## config.mk

```make
export PLATFORM = sky130hd
export DESIGN_NAME = rfr_classifier
export DESIGN_NICKNAME = d
export VERILOG_FILES = /design/src/rtl/rfr_pkg.sv /design/src/rtl/rfr_window.sv /design/src/rtl/rfr_guess.sv /design/src/rtl/rfr_page_count.sv /design/src/rtl/rfr_classifier.sv
export SDC_FILE = /design/constraint.sdc
export NUM_CORES = 1
export LEC_CHECK = 0
export ABC_AREA = 1
export ABC_CLOCK_PERIOD_IN_PS = 4100
export BUFFER_PORTS_ARGS = -buffer_cell sky130_fd_sc_hd__buf_2
export CAP_MARGIN = 25
export CORE_MARGIN = 5
export CORE_UTILIZATION = 34
export CTS_CLUSTER_SIZE = 10
export DETAILED_ROUTE_END_ITERATION = 7
export GPL_TIMING_DRIVEN = 0
export HOLD_SLACK_MARGIN = 0.15
export SYNTH_ARGS = -nofsm -noshare
export SYNTH_HDL_FRONTEND = slang
export SYNTH_SLANG_ARGS = --single-unit
```

## constraint.sdc

```tcl
create_clock -name clk -period 4.1 [get_ports clk]
set_input_delay 0.82 -clock clk [delete_from_list [all_inputs] [get_ports clk]]
set_output_delay 0.82 -clock clk [all_outputs]
set_load 0.03 [all_outputs]
```

## src/rtl/rfr_pkg.sv

```systemverilog
`timescale 1ns/1ps
package rfr_pkg;

  localparam int unsigned VOLT_W  = 8;
  localparam int unsigned COUNT_W = 16;

  typedef enum logic [1:0] {
    ST_ERASED = 2'b11,
    ST_L1     = 2'b10,
    ST_L2     = 2'b00,
    ST_L3     = 2'b01
  } cell_state_e;

  // stage 1: classification results
  typedef struct packed {
    logic        risky;
    logic        fast;
    cell_state_e plain;
    logic        last;
  } stage1_t;

  // stage 2: recovered cell
  typedef struct packed {
    cell_state_e state;
    logic        risky;
    logic        fast;
    logic        changed;
    logic        last;
  } stage2_t;

endpackage

```

## src/rtl/rfr_window.sv

```systemverilog
`timescale 1ns/1ps
// Steps one and two: risky window test and leakage-speed classification.
module rfr_window
  import rfr_pkg::*;
#(
  parameter int unsigned VW = VOLT_W
) (
  input  logic [VW-1:0] v_fail,
  input  logic [VW-1:0] v_late,
  input  logic [VW-1:0] opt,
  input  logic [VW-1:0] sigma,
  input  logic [VW-1:0] ref_lo,
  input  logic [VW-1:0] ref_mid,
  input  logic [VW-1:0] leak_thr,
  output logic          risky,
  output logic          fast,
  output cell_state_e   plain
);

  localparam logic [VW-1:0] V_MAX = {VW{1'b1}};

  function automatic logic [VW-1:0] sub_floor(input logic [VW-1:0] a,
                                              input logic [VW-1:0] b);
    return (a > b) ? (a - b) : '0;
  endfunction

  function automatic logic [VW-1:0] add_ceil(input logic [VW-1:0] a,
                                             input logic [VW-1:0] b);
    logic [VW:0] sum;
    sum = {1'b0, a} + {1'b0, b};
    return sum[VW] ? V_MAX : sum[VW-1:0];
  endfunction

  function automatic cell_state_e plain_level(input logic [VW-1:0] v,
                                              input logic [VW-1:0] lo,
                                              input logic [VW-1:0] mid,
                                              input logic [VW-1:0] top);
    if (v < lo)       return ST_ERASED;
    else if (v < mid) return ST_L1;
    else if (v < top) return ST_L2;
    else              return ST_L3;
  endfunction

  logic [VW-1:0] win_lo;
  logic [VW-1:0] win_hi;
  logic [VW-1:0] drop;

  always_comb begin
    win_lo = sub_floor(opt, sigma);
    win_hi = add_ceil(opt, sigma);
    drop   = sub_floor(v_fail, v_late);
    risky  = (v_fail >= win_lo) && (v_fail <= win_hi);
    fast   = (drop > leak_thr);
    plain  = plain_level(v_fail, ref_lo, ref_mid, opt);
  end

endmodule

```

## src/rtl/rfr_guess.sv

```systemverilog
`timescale 1ns/1ps
// Step three: guess the original state of a classified cell.
module rfr_guess
  import rfr_pkg::*;
(
  input  logic        risky,
  input  logic        fast,
  input  cell_state_e plain,
  output cell_state_e state,
  output logic        changed
);

  function automatic cell_state_e resolve(input logic r, input logic f,
                                          input cell_state_e p);
    if (!r)     return p;
    else if (f) return ST_L3;
    else        return ST_L2;
  endfunction

  always_comb begin
    state   = resolve(risky, fast, plain);
    changed = risky && (state != plain);
  end

endmodule

```

## src/rtl/rfr_page_count.sv

```systemverilog
`timescale 1ns/1ps
// Per-page tallies of risky and changed cells.
module rfr_page_count #(
  parameter int unsigned CW = rfr_pkg::COUNT_W
) (
  input  logic          clk,
  input  logic          rst_n,
  input  logic          emit,
  input  logic          risky,
  input  logic          changed,
  input  logic          last,
  output logic          cnt_valid,
  output logic [CW-1:0] cnt_risky,
  output logic [CW-1:0] cnt_changed
);

  localparam logic [CW-1:0] C_MAX = {CW{1'b1}};

  function automatic logic [CW-1:0] bump(input logic [CW-1:0] c, input logic inc);
    return (inc && (c != C_MAX)) ? (c + 1'b1) : c;
  endfunction

  logic [CW-1:0] acc_risky;
  logic [CW-1:0] acc_changed;

  always_ff @(posedge clk or negedge rst_n) begin
    if (!rst_n) begin
      acc_risky   <= '0;
      acc_changed <= '0;
      cnt_valid   <= 1'b0;
      cnt_risky   <= '0;
      cnt_changed <= '0;
    end else begin
      cnt_valid <= 1'b0;
      if (emit) begin
        if (last) begin
          cnt_risky   <= bump(acc_risky, risky);
          cnt_changed <= bump(acc_changed, changed);
          cnt_valid   <= 1'b1;
          acc_risky   <= '0;
          acc_changed <= '0;
        end else begin
          acc_risky   <= bump(acc_risky, risky);
          acc_changed <= bump(acc_changed, changed);
        end
      end
    end
  end

endmodule

```

## src/rtl/rfr_classifier.sv

```systemverilog
`timescale 1ns/1ps
// Two-stage retention failure recovery classifier.
module rfr_classifier
  import rfr_pkg::*;
#(
  parameter int unsigned VW = VOLT_W,
  parameter int unsigned CW = COUNT_W
) (
  input  logic          clk,
  input  logic          rst_n,
  input  logic          in_valid,
  output logic          in_ready,
  input  logic [VW-1:0] in_vth_fail,
  input  logic [VW-1:0] in_vth_late,
  input  logic          in_last,
  input  logic [VW-1:0] cfg_opt,
  input  logic [VW-1:0] cfg_sigma,
  input  logic [VW-1:0] cfg_ref_lo,
  input  logic [VW-1:0] cfg_ref_mid,
  input  logic [VW-1:0] cfg_leak_thr,
  output logic          out_valid,
  input  logic          out_ready,
  output logic [1:0]    out_state,
  output logic          out_risky,
  output logic          out_fast,
  output logic          out_changed,
  output logic          out_last,
  output logic          cnt_valid,
  output logic [CW-1:0] cnt_risky,
  output logic [CW-1:0] cnt_changed
);

  stage1_t     s1_q;
  stage2_t     s2_q;
  logic        s1_valid;
  logic        s2_valid;
  logic        s1_ready;
  logic        s2_ready;

  // named events for the checker
  logic        ev_accept;
  logic        ev_advance;
  logic        ev_emit;

  logic        w_risky;
  logic        w_fast;
  cell_state_e w_plain;
  cell_state_e g_state;
  logic        g_changed;

  assign s2_ready   = !s2_valid || out_ready;
  assign s1_ready   = !s1_valid || s2_ready;
  assign in_ready   = s1_ready;
  assign ev_accept  = in_valid && in_ready;
  assign ev_advance = s1_valid && s2_ready;
  assign ev_emit    = s2_valid && out_ready;

  rfr_window #(.VW(VW)) u_window (
    .v_fail   (in_vth_fail),
    .v_late   (in_vth_late),
    .opt      (cfg_opt),
    .sigma    (cfg_sigma),
    .ref_lo   (cfg_ref_lo),
    .ref_mid  (cfg_ref_mid),
    .leak_thr (cfg_leak_thr),
    .risky    (w_risky),
    .fast     (w_fast),
    .plain    (w_plain)
  );

  always_ff @(posedge clk or negedge rst_n) begin
    if (!rst_n) begin
      s1_valid <= 1'b0;
      s1_q     <= '0;
    end else if (ev_accept) begin
      s1_valid    <= 1'b1;
      s1_q.risky  <= w_risky;
      s1_q.fast   <= w_fast;
      s1_q.plain  <= w_plain;
      s1_q.last   <= in_last;
    end else if (ev_advance) begin
      s1_valid <= 1'b0;
    end
  end

  rfr_guess u_guess (
    .risky   (s1_q.risky),
    .fast    (s1_q.fast),
    .plain   (s1_q.plain),
    .state   (g_state),
    .changed (g_changed)
  );

  always_ff @(posedge clk or negedge rst_n) begin
    if (!rst_n) begin
      s2_valid <= 1'b0;
      s2_q     <= '0;
    end else if (ev_advance) begin
      s2_valid     <= 1'b1;
      s2_q.state   <= g_state;
      s2_q.risky   <= s1_q.risky;
      s2_q.fast    <= s1_q.fast;
      s2_q.changed <= g_changed;
      s2_q.last    <= s1_q.last;
    end else if (ev_emit) begin
      s2_valid <= 1'b0;
    end
  end

  assign out_valid   = s2_valid;
  assign out_state   = s2_q.state;
  assign out_risky   = s2_q.risky;
  assign out_fast    = s2_q.fast;
  assign out_changed = s2_q.changed;
  assign out_last    = s2_q.last;

  rfr_page_count #(.CW(CW)) u_count (
    .clk         (clk),
    .rst_n       (rst_n),
    .emit        (ev_emit),
    .risky       (s2_q.risky),
    .changed     (s2_q.changed),
    .last        (s2_q.last),
    .cnt_valid   (cnt_valid),
    .cnt_risky   (cnt_risky),
    .cnt_changed (cnt_changed)
  );

endmodule

```

# ---- After elaboration in Yosys (flattened, before gate mapping)
# Cells that the tools add are included.
dict set report totals {
  register_bits 78
  latchBits 0
  ramBits 0
  romBits 0
  mem_count 0
}
dict set report classes {
  n_addsub 5
  n_mul 0
  div 0
  n_lt_le_gt_ge 8
  eq_ne 3
  shifts 0
  muxes 18
  bitwise 0
  n_reduce_logical 14
}
# operator count
set ops {}
lappend ops {{16-bit 2-to-1 mux} 4}
lappend ops {{16-bit by 1-bit adder with 16-bit output, second input constant} 2}
lappend ops {{16-bit inequality test, second input constant} 2}
lappend ops {{8-bit > comparator} 3}
lappend ops {{8-bit less-than comparator} 3}
lappend ops {{8-bit 2-to-1 mux} 3}
lappend ops {{8-bit subtractor} 2}
lappend ops {{8-bit by 8-bit adder with 9-bit output} 1}
lappend ops {{8-bit >= comparator} 1}
lappend ops {{8-bit less-or-equal comparator} 1}
lappend ops {{1-bit 2-to-1 mux} 8}
lappend ops {{1-bit logical AND} 7}
lappend ops {{2-bit 2-to-1 mux} 3}
lappend ops {{2-bit nonzero test} 2}
lappend ops {{1-bit logical NOT} 2}
lappend ops {{1-bit logical OR} 2}
lappend ops {{2-bit inequality test} 1}
lappend ops {{2-bit AND reduction} 1}

# ---- Longest topological paths before layout
dict set report logic_depth {
  word_depth 5
  depth_mapped 19
  mapped_depth_nobuf 18
}

# ---- Hierarchy
# From an unflattened synthesis, not the netlist that was laid out.
dict set report hier_totals {
  hier_cells 973
  area_unflattened_um2 6665.1
}
# mod instances cells_each area_each_um2
set modules_own_cells {}
lappend modules_own_cells {rfr_page_count 1 500 3667.3}
lappend modules_own_cells {rfr_window 1 406 2416.1}
lappend modules_own_cells {rfr_classifier 1 56 530.5}
lappend modules_own_cells {rfr_guess 1 11 51.3}

# ---- Least setup slack after synthesis
# Ideal clock, no wire load.
dict set report synth_timing {
  kind {input to register}
  from {input port cfg_opt[0]}
  to {register, netlist name s1_q[4]}
  setup_ns 0.117
  t_arrival_ns 2.906
  required_ns 3.983
  path_slack_ns 1.076
  stages 17
  cell_sequence {inv_1 -> ha_1 -> fa_1 -> o21ai_0 -> nand2_1 -> nand3_1 -> nand2_1 -> or2_2 -> ha_1 -> nand2_1 -> nand3b_1 -> nand2_1 -> nand2_1 -> nand2_1 -> nand2_1 -> nand3_1 -> nand2_1}
}
dict set report synth_via {
  elab_chain_cells 4
}
# element line_no
set synth_lines {}
lappend synth_lines {{from (decl)} rfr_classifier.sv:16} ;# input logic [VW-1:0] cfg_opt,
lappend synth_lines {{8-bit subtractor, or another cell as far along} rfr_window.sv:24} ;# return (a > b) ? (a - b) : '0;
lappend synth_lines {{8-bit 2-to-1 mux (on tied branches)} {rfr_window.sv:24, rfr_window.sv:31}}
lappend synth_lines {{8-bit >= comparator or 8-bit less-or-equal comparator (tied branches)} rfr_window.sv:52} ;# risky = (v_fail >= win_lo) && (v_fail <= win_hi);
lappend synth_lines {{1-bit logical AND (*)} rfr_window.sv:52}
# Every way passes the cells marked *; elsewhere a longest branch is shown, timed or not.
# A chain may end at the register's enable or synchronous reset.

# ---- Worst setup path after layout
dict set report layout_timing {
  from {input port cfg_opt[0]}
  to {register, netlist name s1_q[4]}
}
dict set report layout_via {
  elab_chain_cells 4
}
# element line_no
set layout_lines {}
lappend layout_lines {{8-bit subtractor, or another cell as far along} rfr_window.sv:24}
lappend layout_lines {{8-bit 2-to-1 mux (on tied branches)} {rfr_window.sv:24, rfr_window.sv:31}}
lappend layout_lines {{8-bit >= comparator or 8-bit less-or-equal comparator (tied branches)} rfr_window.sv:52}
lappend layout_lines {{1-bit logical AND (*)} rfr_window.sv:52}
# Marked as above.

==> flow_summary.ini <==
[timing]
setup_ws_ps = 1020
setup_viol = 0
drv_slew = 0
fin_crit_sh_pct = 75.1
slew_headroom_pct = 61.1
skew_ps = 6.37
fin_crit_ps = 3080
worst_slew_pin_slew_ps = 583
final-hold-violation-count = 0
tns_ps = 0
fmax_ghz = 0.325
rsz0062_at_grt = no

[finish]
fill_cells = 1995
drive_above_1_share_pct = 13.4
layout_commonest_cell = nand2_1
area_delta_synth_final_pct = 17.0
mostFrequentLayoutCells = nand2_1, inv_1, buf_2
final_cells = 1308
nets = 1205
antenna_cells = 0
design_area_mm2 = 0.00755

[setup_path]
critPathBufInv = 2
rr_worst_depth = 9
arrival_ps = 3310
slowest_stage = fa_1
start_kind = input pin
max_stage_delay_ps = 430
worstPathCellList = buf_2, inv_1, ha_1, fa_1, o21ai_0, nand2_1, nand3_1, nand2_1, or2_2, ha_1, nand2_1, nand3b_1, nand2_1, nand2_1, nand2_1, nand2_1, nand3_1, nand2_1
crit_fanout = 3
rrSetupSlack_ps = 2140
cp.depth = 18
path_common_cell = nand2_1
end_kind = register
cp.required_ps = 4330
crit_type = in2reg
path_delay_family = simple AND/OR/NAND/NOR gates

[pwr]
finalPower_w = 0.00344
irDropWorstVdd_mv = 0.220
leakage_nw = 4.34
switching_share_pct = 44.1
seqPwrFrac_pct = 35.2
combPwrFrac_pct = 43.4
power_density_mw_per_mm2 = 455
power.internal_w = 0.00192
p_switching_w = 0.00152
clkPwrFrac_pct = 21.4

[status]
status = complete, no violations

[drt]
drtPass1Iterations = 5
wl_per_cell_um = 13.0
drcViolationCount = 0
vias = 6139
dr.first_iter.drc_count = 304
avgViaCountPerCell = 4.69
ant_nets = 0
wl_um = 17000

[global_routing]
grt_use_total_pct = 15.7
grt_pass1_vias = 5851
grt_pass1_wl_um = 28400
overflow = 0
antenna_found_initial = 1
grt_max_degree = 54

[floorplanning]
ioPinCount = 102
initial_core_util_pct = 34.5
die_w_um = 148
die_area_mm2 = 0.0218
fp.dieH_um = 148
row_count = 50
core_area_mm2 = 0.0187

[synth]
ys_warn_count = 0
syn-cell-area_mm2 = 0.00645
syn-mean-instance-area_um2 = 6.74
ys_top_cells_by_area = dfrtp_1, nand2_1, ha_1
synth_top_cell_by_area = dfrtp_1
ys_seq_area_share_pct = 30.2
ys_seq_elements = 78
netlist_instances = 957
synth_cell_types = 33
synth_nets = 1092
synth_top_area_share_pct = 30.2

[hold_path]
hold_class = in2async

[cts]
clk_latency_ps = 340
cts_made_buffers = 9
cts_buffer_depth = 2
post-cts-setup-buffers = 0
cts_resized = 0
cts.sinks = 78
cts.reportedPaths.clkPinSlew_ps = 60
cts_hold_buf = 0
cts-root-buf = clkbuf_16
h-tree-depth = 3
cts_tree = yes

[placed_design]
numPortBuffers = 101
place_congestion = 0.866
pre_cts_slack_ps = 636
post_dp_cell_area_mm2 = 0.00728
dp_cells = 1293
dpl.hpwl_um = 13400

[job]
cap_violations = 0
==> cell families after synthesis <==
kind of cell / Yosys count / synth area share [%]
AO/OA/AOI/OAI: 68 / 5.84
XOR/XNOR: 22 / 2.99
adder cells (fa/ha/maj): 74 / 14.7
buffers and inverters: 156 / 9.50
flip-flops: 78 / 30.2
AND/OR/NAND/NOR: 559 / 36.7
==> cells in the mapped netlist <==
library cell	n
a21boi_0	1
a21o_1	1
a21oi_1	38
a31oi_1	2
buf_12	1
buf_2	9
clkbuf_1	9
dfrtp_1	78
fa_1	3
ha_1	71
inv_1	135
inv_2	2
nand2_1	351
nand2_2	7
nand2_4	1
nand3_1	105
nand3_4	1
nand3b_1	5
nand4_1	14
nand4_4	1
nor2_1	61
nor2_2	2
nor2_4	1
nor3_1	5
o211ai_1	1
o21a_1	4
o21ai_0	14
o21bai_1	5
o22ai_1	1
o31ai_1	1
or2_2	5
xnor2_1	4
xor2_1	18
==> through the flow <==
stage | hold slack (ps) | util, %
after CTS | 403 | 40.4
after global placement | 459 | 38.8
final | 395 | 40.4
after detailed placement | 461 | 38.9
after floorplan | 449 | -
after global routing | 429 | 40.4
==> path summary, 6_finish.rpt <==
check / to / from
max: s1_q[4] / cfg_opt[0]
min reg2reg: u_count.cnt_risky[9] / u_count.cnt_risky[9]
max in group asynchronous: u_count.acc_changed[5] / rst_n
min: u_count.cnt_valid / rst_n
max reg2reg: u_count.cnt_risky[6] / u_count.acc_risky[0]
min in group clk: u_count.cnt_risky[9] / u_count.cnt_risky[9]
==> layer usage <==
metal	vias to the layer above	routed length [um]	global-route usage (%)
met4	2	193	3.82
met1	2743	8200	21.1
met2	120	7910	26.9
li1	3257	-	-
met3	17	641	2.18
met5	-	11	0
==> cell type report <==
type                            instances  area (um^2)  share of cell area [%]
Clock buffer                           14          264                    3.50
Buffer                                 19         98.8                    1.31
Clock inverter                          1         5.00                  0.0663
Inverter                              137          514                    6.81
Multi-Input combinational cell        723         3890                    51.5
Tap cell                              234          293                    3.88
Sequential cell                        78         1950                    25.8
Timing Repair Buffer                  102          536                    7.09
==> flip-flops by register name (all words and copies together) (netlist names) <==
name                 flops
out_last                 1
out_state                2
u_count.acc_changed     16
u_count.acc_risky       16
s1_valid                 1
u_count.cnt_valid        1
out_fast                 1
u_count.cnt_changed     16
out_valid                1
out_changed              1
u_count.cnt_risky       16
s1_q                     5
out_risky                1
==> power groups by stage <==
stage	sequential, W	clock (W)	combinational, W
CTS	0.00121	0.000760	0.00151
finish	0.00121	0.000737	0.00149
global placement	0.00121	0	0.00147
detailed placement	0.00122	0	0.00151
global route	0.00124	0.000783	0.00169
floorplan	0.00141	0	0.000849
Power figures use the tool's default switching activity.
